--- src/rtl/uart_sleep_pkg.sv ---
package uart_sleep_pkg;
  // datapath -> control: qualified events and the entry verdict
  typedef struct packed {
    logic rxFall;
    logic modemChg;
    logic canSleep;
  } sleepEvt_t;

  // control -> datapath: strobes for the sticky wake state
  typedef struct packed {
    logic wakeUp;
    logic modemWake;
  } sleepStrb_t;
endpackage

--- src/rtl/usc_datapath.sv ---
module usc_datapath
  import uart_sleep_pkg::*;
#(
  parameter int SYNC_STAGES = 2,
  parameter int NUM_MODEM   = 4
) (
  input  logic                 clk,
  input  logic                 rst_n,
  input  logic                 intPending,
  input  logic                 sleepEn,
  input  logic [NUM_MODEM-1:0] modemDelta,
  input  logic                 rxPin,
  input  logic                 irMode,
  input  logic                 divNonZero,
  input  logic                 txFifoEmpty,
  input  logic                 rxFifoEmpty,
  input  logic [NUM_MODEM-1:0] modemIn,
  input  logic                 wakeIntEn,
  input  logic                 wakeAck,
  input  logic                 msrRead,
  input  sleepStrb_t           strb,
  output sleepEvt_t            evt,
  output logic                 wakeIrq
);
  localparam int W         = NUM_MODEM + 1;
  localparam int PRIME_MAX = SYNC_STAGES + 1;
  localparam int PW        = $clog2(PRIME_MAX + 1);

  logic [SYNC_STAGES-1:0][W-1:0] syncQ;
  logic [W-1:0] prevQ;
  logic [W-1:0] settled;
  logic [PW-1:0] primeCnt;
  logic primed;
  logic modemHold;
  logic wakeIrqQ;
  logic rxNow;
  logic rxIdle;

  assign settled = syncQ[SYNC_STAGES-1];
  assign primed  = (primeCnt == PW'(PRIME_MAX));
  assign rxNow   = settled[0];

  // synchronizer chain for {modemIn, rxPin} plus one history stage
  always_ff @(posedge clk or negedge rst_n) begin
    if (!rst_n) begin
      syncQ    <= '0;
      prevQ    <= '0;
      primeCnt <= '0;
    end else begin
      syncQ[0] <= {modemIn, rxPin};
      for (int s = 1; s < SYNC_STAGES; s++) syncQ[s] <= syncQ[s-1];
      prevQ <= settled;
      if (!primed) primeCnt <= primeCnt + 1'b1;
    end
  end

  // edges count only once the chain holds real pin history
  assign evt.rxFall   = primed & prevQ[0] & ~rxNow;
  assign evt.modemChg = primed & (settled[W-1:1] != prevQ[W-1:1]);

  assign rxIdle = irMode ? ~rxNow : rxNow;

  assign evt.canSleep = primed & ~intPending & sleepEn & ~|modemDelta &
                        divNonZero & txFifoEmpty & rxFifoEmpty & rxIdle &
                        ~modemHold & ~wakeIrqQ;

  // sticky wake state: set by control strobes, cleared by host actions
  always_ff @(posedge clk or negedge rst_n) begin
    if (!rst_n) begin
      modemHold <= 1'b0;
      wakeIrqQ  <= 1'b0;
    end else begin
      if (strb.modemWake)  modemHold <= 1'b1;
      else if (msrRead)    modemHold <= 1'b0;
      if (strb.wakeUp && wakeIntEn) wakeIrqQ <= 1'b1;
      else if (wakeAck)             wakeIrqQ <= 1'b0;
    end
  end

  assign wakeIrq = wakeIrqQ;
endmodule

--- src/rtl/usc_control.sv ---
module usc_control
  import uart_sleep_pkg::*;
(
  input  logic       clk,
  input  logic       rst_n,
  input  sleepEvt_t  evt,
  input  logic       sleepEn,
  input  logic       pwrSavePin,
  input  logic       txWrite,
  output sleepStrb_t strb,
  output logic       oscStop,
  output logic       busIsolate
);
  logic asleepQ;
  logic wakeSrc;

  // with the bus isolated, host writes are not a wake source
  assign wakeSrc = evt.rxFall | evt.modemChg | (txWrite & ~pwrSavePin);

  assign strb.wakeUp    = asleepQ & sleepEn & wakeSrc;
  assign strb.modemWake = asleepQ & sleepEn & evt.modemChg;

  always_ff @(posedge clk or negedge rst_n) begin
    if (!rst_n) begin
      asleepQ <= 1'b0;
    end else if (asleepQ) begin
      if (!sleepEn || wakeSrc) asleepQ <= 1'b0;
    end else if (evt.canSleep) begin
      asleepQ <= 1'b1;
    end
  end

  assign oscStop    = asleepQ;
  assign busIsolate = asleepQ & pwrSavePin & sleepEn;
endmodule

--- src/rtl/uart_sleep_ctrl.sv ---
module uart_sleep_ctrl
  import uart_sleep_pkg::*;
#(
  parameter int SYNC_STAGES = 2,
  parameter int NUM_MODEM   = 4
) (
  input  logic                 clk,
  input  logic                 rst_n,
  input  logic                 intPending,
  input  logic                 sleepEn,
  input  logic [NUM_MODEM-1:0] modemDelta,
  input  logic                 rxPin,
  input  logic                 irMode,
  input  logic                 divNonZero,
  input  logic                 txFifoEmpty,
  input  logic                 rxFifoEmpty,
  input  logic                 txWrite,
  input  logic [NUM_MODEM-1:0] modemIn,
  input  logic                 pwrSavePin,
  input  logic                 wakeIntEn,
  input  logic                 wakeAck,
  input  logic                 msrRead,
  output logic                 oscStop,
  output logic                 busIsolate,
  output logic                 wakeIrq
);
  sleepEvt_t  evt;
  sleepStrb_t strb;

  usc_datapath #(.SYNC_STAGES(SYNC_STAGES), .NUM_MODEM(NUM_MODEM)) u_dp (
    .clk(clk), .rst_n(rst_n), .intPending(intPending), .sleepEn(sleepEn),
    .modemDelta(modemDelta), .rxPin(rxPin), .irMode(irMode),
    .divNonZero(divNonZero), .txFifoEmpty(txFifoEmpty),
    .rxFifoEmpty(rxFifoEmpty), .modemIn(modemIn), .wakeIntEn(wakeIntEn),
    .wakeAck(wakeAck), .msrRead(msrRead), .strb(strb), .evt(evt),
    .wakeIrq(wakeIrq)
  );

  usc_control u_ctl (
    .clk(clk), .rst_n(rst_n), .evt(evt), .sleepEn(sleepEn),
    .pwrSavePin(pwrSavePin), .txWrite(txWrite), .strb(strb),
    .oscStop(oscStop), .busIsolate(busIsolate)
  );
endmodule

--- config.mk ---
export PLATFORM = sky130hd
export DESIGN_NAME = uart_sleep_ctrl
export DESIGN_NICKNAME = d
export VERILOG_FILES = /design/src/rtl/uart_sleep_pkg.sv /design/src/rtl/usc_datapath.sv /design/src/rtl/usc_control.sv /design/src/rtl/uart_sleep_ctrl.sv
export SDC_FILE = /design/constraint.sdc
export NUM_CORES = 1
export LEC_CHECK = 0
export CAP_MARGIN = 20
export CORE_UTILIZATION = 42
export DETAILED_ROUTE_END_ITERATION = 12
export GPL_ROUTABILITY_DRIVEN = 0
export PLACE_DENSITY_LB_ADDON = 0.1
export SKIP_LAST_GASP = 1
export SYNTH_ARGS = -nofsm -noshare
export SYNTH_HDL_FRONTEND = slang
export SYNTH_SLANG_ARGS = --single-unit
--- constraint.sdc ---
create_clock -name clk -period 1.7 [get_ports clk]
set_clock_uncertainty 0.15 [all_clocks]
set_input_delay 0.51 -clock clk [delete_from_list [all_inputs] [get_ports clk]]
set_output_delay 0.51 -clock clk [all_outputs]
set_load 0.05 [all_outputs]
==> results of run 1 <==
## report_power, final
group / switching (mW) / internal (mW) / leakage, nW / total (mW)
registers: 0.00798 / 0.493 / 0.233 / 0.501
clock network: 0.131 / 0.238 / 0.0279 / 0.370
logic: 0.0263 / 0.0535 / 0.214 / 0.0798
## sequential cells by signal, indices dropped and copies added, names as in the netlist
signal / cells
u_ctl.oscStop: 1
u_dp.modemHold: 1
u_dp.prevQ: 5
u_dp.primeCnt: 2
u_dp.settled: 5
u_dp.syncQ: 5
u_dp.wakeIrq: 1
## cell families (layout without fill, tap and decap cells)
group                    count (synthesis)  count (layout)  synth area share, %
AO/OA/AOI/OAI                            5               5                 4.92
XOR/XNOR                                 6               6                 7.38
adder cells (fa/ha/maj)                  1               1                 1.76
buffers and inverters                    2              35                 1.05
flip-flops                              20              20                 70.3
multiplexers                             1               1                 1.58
AND/OR/NAND/NOR                         15              15                 13.0
## final cells by class
type                    instances  area [um^2]  share of cell area [%]
repair buffers                 29          308                    27.9
clock inverters                 1         30.0                    2.72
inverters                       2         7.51                   0.680
well taps                      16         20.0                    1.81
multi-input cells              28          215                    19.5
flip-flops and latches         20          502                    45.4
clock buffers                   3         22.5                    2.04
## worst reg2reg max path, stage by stage, from the launching register on
cell     delay [ns]
dfrtp_1        0.40
xor2_1         0.15
nor4_2         0.38
a21oi_1        0.11
a211o_1        0.24
## how the worst min path moves through the flow
stage | end | slack [ns] | cells after the start
after floorplan | u_ctl.oscStop | 0.06 | 0
after global routing | u_dp.settled[4] | 0.22 | 0
after CTS | u_dp.settled[3] | 0.21 | 0
after detailed placement | u_dp.settled[3] | 0.19 | 0
after global placement | u_dp.settled[2] | 0.18 | 0
final | u_dp.settled[1] | 0.21 | 0
## what timing repair did
item / CTS / global route
setup buffers: 2 / 1
pin swaps: 1 / 1
hold buffers: 0 / 0
endpoints found under the setup margin: 1 / 3
resized for setup: 5 / 1
## metal layers
layer / vias to the layer above / wire, um / global-route usage, %
li1: 239 / - / -
met1: 219 / 515 / 20.7
met2: 27 / 533 / 21.5
met3: 4 / 104 / 3.83
met4: 0 / 31 / 9.09
met5: - / 0 / 0
## per-stage QoR
stage / utilization, % / power (mW) / area [um^2] / hold slack, ns / TNS [ns]
2_1_floorplan: - / 0.525 / 714 / 0.0644 / 0
3_3_place_gp: 66.2 / 0.590 / 1020 / 0.184 / -0.552
3_5_place_dp: 66.2 / 0.592 / 1020 / 0.187 / -0.628
4_1_cts: 70.8 / 0.966 / 1090 / 0.212 / 0
5_1_grt: 71.7 / 0.987 / 1100 / 0.219 / -0.0161
6_report: 71.7 / 0.951 / 1100 / 0.210 / 0
## synth_stat cells, drive strengths merged
cell    number
nand3        3
a211o        1
a21boi       1
nand2        1
inv          2
nor4         3
a21oi        1
nor2         2
mux2         1
nand4b       1
xor2         4
o21bai       1
and3         1
o22ai        1
nand2b       2
ha           1
xnor2        2
nand4        1
dfrtp       20
nand3b       1
==> flow_summary_export.csv, run 1 <==
group,metric,value,unit
outcome,status,"finished clean",
worst_setup_path,rr_startpoint,"u_dp.settled[2]",
global_routing,grt_pass1_vias,484,
global_routing,antenna_found_initial,0,
worst_setup_path,worstPathRequired,1.04,ns
logic_synthesis,seq_area_frac_synth,70.3,%
clock_tree,cts-buffers-inserted,3,
floorplanning,die_h,43.2,um
sta,hold_viol_final,0,
cells_and_area,synthToLayoutAreaGrowth,55.2,%
clock_tree,root_buffer,"clkbuf_4",
pwr,p_leak,0.475,nW
worst_setup_path,arrival,1.02,ns
clock_tree,clkTransAtPathRegs,0.10,ns
logic_synthesis,synth_cell_types,21,
cells_and_area,fillers,102,
global_routing,grt_pass1_wl,2030,um
detailed_routing,firstDrtPassIters,4,
detailed_routing,drc,0,
clock_tree,cts_sinks,20,
floorplanning,num_io_pins,25,
worst_setup_path,crit_family,"buffers and inverters",
global_routing,grt_max_degree,21,
floorplanning,die_x,43.2,um
worst_setup_path,cp_max_fo,2,
sta,timing.fmax,595,MHz
cells_and_area,antenna_cells,0,
clock_tree,cts.htree.levels,1,
worst_setup_path,worst_setup_path_start_kind,"input pin",
worst_setup_path,max_stage_delay,0.19,ns
sta,fin_crit,1.68,ns
cells_and_area,final_cell_mix,"19 x clkdlybuf4s50_1, 19 x dfrtp_1, 5 x buf_4",
global_routing,grt_overflow,0,
logic_synthesis,ys_ff_latch,20,
worst_setup_path,crit_buf_inv,2,
detailed_routing,vias,489,
cells_and_area,fin_cells,99,
logic_synthesis,yosys_warnings,0,
detailed_routing,wl_per_cell,12.0,um
worst_setup_path,slowest_stage,"clkdlybuf4s15_1",
place,hpwlAfterDp,922,um
sta,tightest_slew,0.339,ns
logic_synthesis,synth_area_leader_cell,"dfrtp_1",
worst_setup_path,setup.worst_path.end,"busIsolate",
floorplanning,dieArea,1860,um^2
logic_synthesis,synth_area_leaders,"dfrtp_1 70%, xor2_1 4.9%, xnor2_1 2.5%",
pwr,power_density,861,nW/um^2
worst_setup_path,reg2reg_depth,4,
global_routing,gr-usage-all-layers,15.1,%
floorplanning,core_area,1540,um^2
cells_and_area,drive_gt1_share,20.5,%
sta,relSlewSlack,77.2,%
logic_synthesis,synth.top_cell.area_share,70.3,%
sta,final.setup.worst_slack,0.0201,ns
pwr,ir_worst_vdd,863,uV
logic_synthesis,synth_area,712,um^2
logic_synthesis,postSynthCellCount,50,
floorplanning,row_count,14,
hold_path,hp-class,"reg -> reg",
worst_setup_path,path_depth,3,
logic_synthesis,syn_nets,73,
hold_path,hp-start,"u_dp.syncQ[1]",
floorplanning,start_util,46.2,%
run,max_cap_violations,0,
detailed_routing,drt-total-wl,1180,um
clock_tree,insertion_delay,0.29,ns
sta,finalSetupViolCount,0,
place,dpl.cell_count,92,
detailed_routing,vias_per_cell,4.94,
clock_tree,cts_tree,"built",
sta,rsz0062_at_grt,"true",
detailed_routing,detail-route-antenna-nets,0,
cells_and_area,nets,107,
detailed_routing,drt-initial-drc-count,5,
logic_synthesis,avgSynthCellArea,14.2,um^2
worst_setup_path,r2r_end,"u_dp.wakeIrq",
worst_setup_path,criticalPathCategory,"in -> out",
sta,fin_crit_sh,98.8,%
clock_tree,cts_buffer_depth,2,
place,post-place-ws,-0.309,ns
worst_setup_path,end_kind,"output port",
place,portBuffers,24,
worst_setup_path,reg2reg_slack,0.17,ns
sta,drv_slew,0,
worst_setup_path,critical_path.startpoint,"sleepEn",
worst_setup_path,crit_chain,"clkdlybuf4s15_1 -> and3_4 -> buf_12",
Note: power is estimated with default switching activity, not from simulation.
==> run 2: changes to the inputs <==
--- a/config.mk
+++ b/config.mk
@@ -6,7 +6,7 @@
 export NUM_CORES = 1
 export LEC_CHECK = 0
 export CAP_MARGIN = 20
-export CORE_UTILIZATION = 42
+export CORE_UTILIZATION = 35
 export DETAILED_ROUTE_END_ITERATION = 12
 export GPL_ROUTABILITY_DRIVEN = 0
 export PLACE_DENSITY_LB_ADDON = 0.1
==> run 2 against run 1 <==
  * The flow now finishes with violations (negative setup slack)
  * Setup slack lost 0.043 ns
  * Combinational power about the same
  * Power barely moved
  * Via count unchanged
  * Global-route usage decreased by 2.9 points
  * Sequential share of layout area decreased by 0.051 points
  * Sequential power about the same
==> flow_summary_export.csv, run 2 (synthesized netlist as in run 1, its figures left out) <==
group,metric,value,unit
outcome,failed_checks,"negative setup slack",
hold_path,hp-start,"u_dp.syncQ[0]",
worst_setup_path,critical_path.startpoint,"sleepEn",
detailed_routing,drc,0,
global_routing,antenna_found_initial,0,
global_routing,grt_use_met2,19.7,%
clock_tree,root_buffer,"clkbuf_4",
cells_and_area,synthToLayoutAreaGrowth,55.4,%
sta,hold_slack,0.207,ns
sta,fin_crit,1.72,ns
place,dpl.cell_count,101,
detailed_routing,wl_per_cell,11.4,um
global_routing,grt_overflow,0,
detailed_routing,firstDrtPassIters,4,
cells_and_area,fillers,151,
hold_path,hp-class,"reg -> reg",
outcome,status,"finished with violations",
detailed_routing,drt-initial-drc-count,6,
detailed_routing,vias_per_cell,4.57,
sta,tns,-0.0226,ns
worst_setup_path,criticalPathCategory,"in -> out",
sta,timing.fmax,581,MHz
detailed_routing,vias,489,
run,max_cap_violations,0,
clock_tree,clkTransAtPathRegs,0.10,ns
clock_tree,cts_tree,"built",
cells_and_area,finish.utilization,60.8,%
floorplanning,dieArea,2220,um^2
cells_and_area,multi_input_area,215,um^2
cells_and_area,drive_gt1_share,19.5,%
global_routing,gr-usage-all-layers,12.2,%
cells_and_area,fin_cells,107,
clock_tree,cts_buffer_depth,2,
sta,tightest_slew,0.336,ns
place,placed_area,1030,um^2
sta,final.setup.worst_slack,-0.0226,ns
cells_and_area,nets,106,
cells_and_area,fin_area,1110,um^2
sta,fin_crit_sh,101,%
pwr,power_density,859,nW/um^2
global_routing,grt_util_met1,14.1,%
global_routing,grt_pass1_vias,442,
clock_tree,cts_sinks,20,
worst_setup_path,rr_startpoint,"u_ctl.oscStop",
pwr,p_leak,0.471,nW
global_routing,grt_max_degree,21,
floorplanning,start_util,39.1,%
place,hpwlAfterDp,950,um
global_routing,use_met3,4.23,%
sta,finalSetupViolCount,1,
floorplanning,die_h,47.1,um
cells_and_area,final_cell_mix,"19 x clkdlybuf4s50_1, 19 x dfrtp_1, 4 x xor2_1, 4 x buf_4",
sta,drv_slew,0,
floorplanning,row_count,15,
sta,rsz0062_at_grt,"true",
detailed_routing,detail-route-antenna-nets,0,
sta,relSlewSlack,77.4,%
worst_setup_path,end_kind,"output port",
worst_setup_path,worstPathRequired,1.04,ns
detailed_routing,drt-total-wl,1220,um
pwr,ir_worst_vdd,688,uV
global_routing,grt_pass1_wl,1750,um
floorplanning,core_area,1820,um^2
place,portBuffers,24,
cells_and_area,register_area,502,um^2
worst_setup_path,worst_setup_path_start_kind,"input pin",
worst_setup_path,cp_max_fo,2,
sta,hold_viol_final,0,
cells_and_area,antenna_cells,0,
clock_tree,cts.htree.levels,1,
clock_tree,cts-buffers-inserted,3,
floorplanning,num_io_pins,25,
worst_setup_path,arrival,1.06,ns
floorplanning,die_x,47.1,um
clock_tree,insertion_delay,0.29,ns
global_routing,grt-busiest-layer,"met2",
==> run 2: cell count changes in the layout (fill, tap and decap cells not counted) <==
| cell | previous run | this run |
|---|---|---|
| clkdlybuf4s15_1 | 2 | 0 |
| dlygate4sd2_1 | 0 | 2 |
| buf_4 | 5 | 4 |
==> run 2: final cells by class <==
cell class | instances | area share (%)
clock buffers | 3 | 2.04
clock inverters | 1 | 2.71
inverters | 2 | 0.679
multi-input cells | 28 | 19.5
flip-flops and latches | 20 | 45.4
well taps | 25 | 2.83
repair buffers | 28 | 26.9
==> run 2: power by group <==
part,internal [mW],switching (mW),leakage [nW],total (mW)
sequential,0.493,0.00787,0.233,0.501
clock,0.238,0.131,0.0279,0.369
combinational,0.0530,0.0267,0.210,0.0797
total,0.785,0.166,0.471,0.950
==> run 2: timing repair <==
item	CTS	global route
setup endpoints to repair	2	1
pin swaps	2	1
gates resized for setup	4	0
hold endpoints to repair	0	0
cloned	0	0
hold buffers	0	0
buffers inserted	2	0
==> run 2: worst max-delay path, cell delays in order <==
cell           delay, ns
dlygate4sd2_1       0.24
and3_4              0.17
buf_12              0.14
==> run 2: through the flow <==
stage	power, mW	setup WS [ns]
global route	0.991	-0.0423
floorplan	0.525	0.102
CTS	0.962	-0.0341
global placement	0.590	-0.282
finish	0.950	-0.0226
detailed placement	0.592	-0.371
==> run 2: worst paths after layout <==
check / depth (start not counted) / slack, ns / to
max: 3 / -0.02 / busIsolate
max in group asynchronous: 2 / 0.81 / u_ctl.oscStop
min reg2reg: 0 / 0.21 / u_dp.settled[0]
min: 0 / 0.21 / u_dp.settled[0]
min in group asynchronous: 2 / 0.38 / u_dp.prevQ[4]
max reg2reg: 5 / 0.16 / u_ctl.oscStop
==> run 2: per-layer routing <==
metal / up-vias / wire length, um
li1: 242 / -
met1: 219 / 486
met2: 26 / 607
met3: 2 / 116
met4: 0 / 9
met5: - / 0
